===== src/rtl/divstep_unit.sv =====
module divstep_unit #(
  parameter int W = 32
) (
  input  logic         clk,
  input  logic         rst_n,
  input  logic         step_valid,
  input  logic [W-1:0] divisor,
  input  logic [W-1:0] rem_in,
  input  logic         q_in,
  input  logic         m_in,
  input  logic         t_in,
  output logic [W-1:0] rem_out,
  output logic         q_out,
  output logic         t_out
);

  logic         q_mid;
  logic         do_sub;
  logic [W-1:0] shifted;
  logic [W:0]   wide;
  logic         flag;
  logic         q_next;

  assign q_mid   = rem_in[W-1];
  assign shifted = {rem_in[W-2:0], t_in};
  assign do_sub  = (q_in == m_in);
  assign wide    = do_sub ? ({1'b0, shifted} - {1'b0, divisor})
                          : ({1'b0, shifted} + {1'b0, divisor});
  assign flag    = wide[W];
  assign q_next  = q_mid ^ flag ^ (~q_in & m_in);

  always_ff @(posedge clk or negedge rst_n) begin
    if (!rst_n) begin
      rem_out <= '0;
      q_out   <= 1'b0;
      t_out   <= 1'b0;
    end else if (step_valid) begin
      rem_out <= wide[W-1:0];
      q_out   <= q_next;
      t_out   <= (q_next == m_in);
    end
  end

  p_hold_r7: assert property (@(posedge clk) disable iff (!rst_n)
    !step_valid |=> ($stable(rem_out) && $stable(q_out) && $stable(t_out)));

  p_t_matches_r6: assert property (@(posedge clk) disable iff (!rst_n)
    step_valid |=> (t_out == (q_out == $past(m_in))));

  p_lsb_r2: assert property (@(posedge clk) disable iff (!rst_n)
    step_valid |=> (rem_out[0] == ($past(t_in) ^ $past(divisor[0]))));

  p_sub_inverse_r3: assert property (@(posedge clk) disable iff (!rst_n)
    (step_valid && q_in == m_in) |=>
      (rem_out + $past(divisor) == {$past(rem_in[W-2:0]), $past(t_in)}));

  p_add_inverse_r3: assert property (@(posedge clk) disable iff (!rst_n)
    (step_valid && q_in != m_in) |=>
      (rem_out - $past(divisor) == {$past(rem_in[W-2:0]), $past(t_in)}));

  always_ff @(posedge clk) begin
    if (!rst_n) p_reset_r8: assert (rem_out == '0 && !q_out && !t_out);
  end

endmodule


===== config.mk =====
export PLATFORM = sky130hd
export DESIGN_NAME = divstep_unit
export DESIGN_NICKNAME = d
export VERILOG_FILES = /design/src/rtl/divstep_unit.sv
export SDC_FILE = /design/constraint.sdc
export NUM_CORES = 1
export LEC_CHECK = 0
export BUFFER_PORTS_ARGS = -buffer_cell sky130_fd_sc_hd__buf_4
export CORE_UTILIZATION = 40
export DETAILED_ROUTE_END_ITERATION = 6
export GPL_TIMING_DRIVEN = 0
export PLACE_DENSITY_LB_ADDON = 0.08
export REMOVE_ABC_BUFFERS = 1
export SYNTH_ARGS = -nofsm -noshare
export SYNTH_HDL_FRONTEND = slang
export SYNTH_SLANG_ARGS = --single-unit

===== constraint.sdc =====
create_clock -name clk -period 1.15 [get_ports clk]
set_clock_uncertainty 0.15 [all_clocks]
set_input_delay 0 -clock clk [delete_from_list [all_inputs] [get_ports clk]]
set_output_delay 0 -clock clk [all_outputs]
set_load 0.05 [all_outputs]

==> impl_results.md, run 1 <==
* Syn_area_per_cell at 8.31 um^2
* CTS max path bufs at 2
* DP Area at 0.00441 mm^2
* CTS clk-pin slew, worst paths at 0.07 ns
* WHS Path Cells at 3
* Max cap viols at 0
* Worst VDD drop at 0.00114 V
* CP Class: primary input to register
* Share of post-route cells with drive strength above 1 at 52.6%
* Clk sink count at 34
* Crit path cell chain: buf_6, or4_4, or4_4, and3b_2, a21oi_2, xnor2_1, ha_1, nand3_2, or2_4, a21o_1, a21oi_4, nor4_2, buf_4, o211a_1, a211o_1
* Crit Path Max Fanout at 4
* Area delta synth->final at 66.3%
* R2R cell count at 1
* IO Port Bufs at 103
* Crit start category: primary input
* Largest net degree at the start of global routing at 36
* Initial cell density of the core at 41.1%
* Via count at 3,977
* Tot Pwr at 0.0101 W
* Beginning of the critical path: divisor[8]
* Final WL at 12.2 mm
* Most frequent CP cell: or4_4
* Post-synthesis register bit count at 34
* H-tree levels at 2
* Final hold slack at 0.0266 ns
* Remaining global-route overflow at 0
* Gr usage total at 24.9%
* Post-synth EDFFs at 0
* Worst-margin pin slew at 0.515 ns
* Final setup violation count at 34
* Status: finished with violations
* Cell area power density at 1710 mW/mm^2
* Global-route wire length before repair at 17.9 mm
* Drt first pass iters at 4
* Netlist cell types at 50
* Final Hold Viols at 0
* Routed Antenna Nets at 0
* Hold Crit Start: rem_in[0]
* DRC Markers at 0
* Post-detail-place hpwl at 7.79 mm
* Nets at 710
* Syn Std Cell Area at 0.00357 mm^2
* Core ar. at 0.00868 mm^2
* Fin worst setup slack at -2.32 ns
* Max-slew violations at 0
* Worst path slowest cell: or4_4
* Crit share post-route at 301%
* Die ar. at 0.00930 mm^2
* Design area at 0.00593 mm^2
* Failing checks: negative setup slack
* Fill cell count at 681
* Antenna diodes at 0
* Clock root buffer: clkbuf_8
* GPL Wtd Cong at 0.861
* Worst path max stage delay at 0.53 ns
* WP data arrival at 3.49 ns
* Warnings, synthesis at 0
* Post-Syn Instances at 429
* Worst EP required at 1.17 ns
* Max_slew headroom at 65.5%
* Clock Latency Late Sink at 0.28 ns
* Min Clock Period, post-route at 3.47 ns
* Standby leakage power at 2.60 nW
* Die span in x at 96.4 um
* CTS tree: yes
* Chip Height at 96.4 um
* Clock buffer count from CTS at 5
* Vias/cell at 5.57
* Primary FF master, synth: dfrtp_1
* Number of antenna violations at the first check in global routing at 0
* Max Fclk at 289 MHz
* Iteration-0 DRC Markers at 114
* Sequential-to-total area share from yosys stat at 23.9%
* Unrepaired setup endpoints after global routing: true
* CP endpoint kind: register
* Drt wl/cell at 17.0 um
* Pre-CTS setup slack at -3.24 ns
* Rows at 34
* Ports at 104
* Min-delay worst type: primary input to register
* Final core occ at 68.3%
* Number of global-route vias before repair at 3,780
* Asr flop ratio synth at 100%
* Reg-to-reg startpoint: rem_out[31]
critical path, delay by kind of cell:
family,cells,cell delay (ns)
AO/OA/AOI/OAI,5,0.99
XOR/XNOR,1,0.14
adder cells (fa/ha/maj),1,0.36
buffers and inverters,2,0.22
AND/OR/NAND/NOR,6,1.76
where the power goes:
| group | switching [W] | total (W) | internal (W) |
|---|---|---|---|
| combinational | 0.00417 | 0.00726 | 0.00309 |
| clock | 0.000458 | 0.000942 | 0.000484 |
| sequential | 0.000256 | 0.00193 | 0.00167 |
per-layer routing:
metal / global-route usage (%) / vias up / wire length [um]
li1: - / 1926 / -
met1: 31.8 / 1917 / 5270
met2: 43.3 / 114 / 6020
met3: 4.93 / 20 / 665
met4: 5.64 / 0 / 203
met5: 0 / - / 0
area by class of cell:
type                    instances  area (um^2)  share of cell area, %
multi-input cells             364         3310                   55.8
repair buffers                182         1470                   24.7
flip-flops and latches         34          851                   14.3
well taps                     108          135                   2.28
clock buffers                   7         86.3                   1.46
inverters                      17         70.1                   1.18
clock inverters                 1         5.00                 0.0844
repair inverters                1         5.00                 0.0844
kinds of logic (layout without fill, tap and decap cells):
logic type	count (synthesis)	in the layout	share of synthesized area, %
AND/OR/NAND/NOR	127	127	17.5
XOR/XNOR	55	55	13.5
flip-flops	34	34	23.9
AO/OA/AOI/OAI	127	127	22.8
multiplexers	20	20	6.28
buffers and inverters	31	208	3.47
adder cells (fa/ha/maj)	35	35	12.5
state kept, by name, summed over array words and instances (netlist names):
name,flops
q_out,1
t_out,1
rem_out,32
what timing repair did:
| item | 4_1_cts | 5_1_grt |
|---|---|---|
| pin swaps | 79 | 64 |
| endpoints found under the hold margin | 36 | 0 |
| buffers inserted | 45 | 32 |
| cloned | 0 | 1 |
| hold buffers | 3 | 0 |
| resized for setup | 138 | 55 |
| setup endpoints to repair | 33 | 34 |
final timing paths:
| kind | end | slack (ns) |
|---|---|---|
| min | rem_out[1] | 0.03 |
| max in group asynchronous | rem_out[28] | 0.45 |
| min reg2reg | rem_out[5] | 0.34 |
| max reg2reg | rem_out[31] | 0.21 |
| min in group asynchronous | rem_out[9] | 0.08 |
| max | rem_out[31] | -2.32 |
cells in the mapped netlist, drive strengths merged (2+ instances only):
library cell,n,area (um^2)
ha,34,425
o21ai,24,120
nand2,24,90.1
xor2,8,70.1
or2,3,18.8
a31oi,8,50.1
nand4,4,25.0
and2,2,12.5
inv,17,63.8
nand3,16,80.1
a21oi,38,190
o2bb2ai,2,17.5
or3,2,12.5
o21bai,4,30.0
clkbuf,13,48.8
dfrtp,34,851
or4,4,37.5
mux2,19,214
o41ai,2,17.5
nand2b,4,25.0
nor2,36,135
a211oi,10,75.1
o21a,5,37.5
o31ai,5,37.5
and3,5,31.3
xnor2,47,412
nor3,16,80.1
nor2b,2,12.5
a21o,11,82.6
a41oi,2,17.5
o211ai,7,52.6
nor4,5,31.3
layout by cell type (no fill, tap or decap), drive strengths merged, types with 5 or more instances in the layout:
cell and count:
clkbuf 7, o31ai 5, o21a 5, nor2 36, dfrtp 34, nand3 16, a21oi 38, ha 34
nand2 24, buf 179, a211oi 10, xor2 8, o211ai 7, nor4 5, o21ai 24, inv 16
mux2 19, and3 5, nor3 16, a31oi 8, xnor2 47, a21o 11
stage by stage:
| stage | cells | TNS [ns] |
|---|---|---|
| 2_1_floorplan | 415 | -61.70 |
| 3_3_place_gp | 626 | -81.69 |
| 3_5_place_dp | 626 | -82.94 |
| 4_1_cts | 682 | -54.13 |
| 5_1_grt | 714 | -58.90 |
| 6_report | 714 | -55.47 |
(Power assumes the default switching activity.)
==> run 2, diff against run 1 <==
Settings changed: CORE_UTILIZATION 40 to 36.
==> impl_results.md, run 2 (synthesis results as in run 1) <==
* Clk sink count at 34
* Worst-margin pin slew at 0.600 ns
* CTS max path bufs at 2
* Top flop regs: rem_out x32, q_out x1, t_out x1
* Worst reg-to-reg setup slack at 0.22 ns
* R2R cell count at 2
* Drt first pass iters at 4
* Share of post-route cells with drive strength above 1 at 53.1%
* Hold Crit Start: divisor[0]
* Nets at 703
* Initial cell density of the core at 37.9%
* H-tree levels at 2
* Chip Height at 102 um
* Max cap viols at 0
* Number of antenna violations at the first check in global routing at 0
* CTS clk-pin slew, worst paths at 0.06 ns
* Crit share post-route at 306%
* Fin worst setup slack at -2.37 ns
* Reg-to-reg startpoint: rem_out[24]
* DRC Markers at 0
* Final hold slack at -0.0221 ns
* Failing checks: negative hold slack, negative setup slack
* Drt wl/cell at 17.5 um
* Area delta synth->final at 67.7%
* Die span in x at 102 um
* Status: finished with violations
* Antenna diodes at 0
* Crit start category: primary input
* Global-route wire length before repair at 19.0 mm
* Largest net degree at the start of global routing at 36
* Clock buffer count from CTS at 5
* IO Port Bufs at 103
* Min Clock Period, post-route at 3.52 ns
* Gr usage total at 23.6%
* Reg area at 851 um^2
* Most frequent cells in the layout: buf_4 (145), xnor2_1 (41), dfrtp_1 (34)
* Max_slew headroom at 59.7%
* Cell area power density at 1680 mW/mm^2
* Final WL at 12.7 mm
* Final Hold Viols at 1
* Worst EP required at 1.16 ns
* Routed Antenna Nets at 0
* Max-slew violations at 0
* Iteration-0 DRC Markers at 187
* CP Class: primary input to register
* Final setup violation count at 33
* Fill cell count at 821
* Rows at 35
* Post-detail-place hpwl at 7.87 mm
* Min-delay worst type: primary input to register
* WP data arrival at 3.52 ns
* Clock root buffer: clkbuf_8
* Hold Path Sink: rem_out[0]
* Core ar. at 0.00942 mm^2
* Via count at 3,949
* Largest register FFs at 32
* Max Fclk at 284 MHz
* Ports at 104
* Commonest non-fill, non-tap cell in the layout: buf_4
* Remaining global-route overflow at 0
* Standby leakage power at 2.56 nW
* Vias/cell at 5.44
* Unrepaired setup endpoints after global routing: true
* Multi-input gate area at 0.00337 mm^2
* Clock Latency Late Sink at 0.28 ns
* CP endpoint kind: register
* Critical R2R Capture: rem_out[24]
* Number of global-route vias before repair at 3,925
* Most flops, register: rem_out
* Crit Path Max Fanout at 4
* CTS tree: yes
* Worst VDD drop at 0.00103 V
* Die ar. at 0.0103 mm^2
* GPL Wtd Cong at 0.880
* Tot Pwr at 0.0100 W
* WHS Path Cells at 3
==> run 2: where the power goes <==
group	internal [W]	total, W	switching, W
clock network	0.000462	0.000900	0.000438
registers	0.00167	0.00194	0.000262
logic	0.00302	0.00720	0.00418
==> run 2: timing repair <==
action	4_1_cts	5_1_grt
pin swaps	67	72
gates resized for setup	119	80
gates cloned	0	1
setup buffers	43	27
hold buffers	2	2
hold endpoints to repair	36	1
endpoints found under the setup margin	33	34
==> run 2: area by class of cell <==
class	instances	area share [%]
Clock buffer	6	1.38
Inverter	17	1.17
Multi-Input combinational cell	364	56.4
Sequential cell	34	14.2
Tap cell	129	2.70
Timing Repair Buffer	175	24.0
Timing Repair inverter	1	0.0837
==> run 2: routing by layer <==
layer  GRT usage [%]  share of wire [%]
met5               0                  0
met4            7.92                1.5
met3            4.28                5.5
met2            39.3                 48
met1            30.8                 45
==> run 2: worst max path at each step <==
stage / start / slack, ns / to
3_3_place_gp: divisor[9] / -3.18 / rem_out[29]
3_5_place_dp: divisor[9] / -3.24 / rem_out[29]
6_report: divisor[9] / -2.37 / t_out
5_1_grt: divisor[9] / -2.48 / t_out
4_1_cts: divisor[8] / -2.49 / rem_out[29]
2_1_floorplan: divisor[9] / -2.47 / rem_out[29]
==> run 2: worst max-delay path, cell delays in order <==
cell and delay, ns:
buf_6 0.10, or4_4 0.54, or4_4 0.46, and3b_2 0.35
buf_6 0.13, a31oi_1 0.09, xnor2_1 0.34, ha_4 0.28
nand3_2 0.10, nor2_1 0.09, a221oi_4 0.29, nand3_1 0.13
o221ai_2 0.23, xnor2_2 0.16, xnor2_1 0.14, a21oi_1 0.08
==> run 2: stage by stage <==
step,util [%],TNS (ns),cell area [um^2],cells,worst slack (ns)
6_report,63.5,-56.97,5980,726,-2.37
5_1_grt,63.5,-60.27,5980,726,-2.48
4_1_cts,57.1,-57.44,5370,698,-2.49
3_5_place_dp,47.2,-83.26,4440,647,-3.24
3_3_place_gp,47.2,-82.47,4440,647,-3.18
2_1_floorplan,-,-61.70,3510,415,-2.47
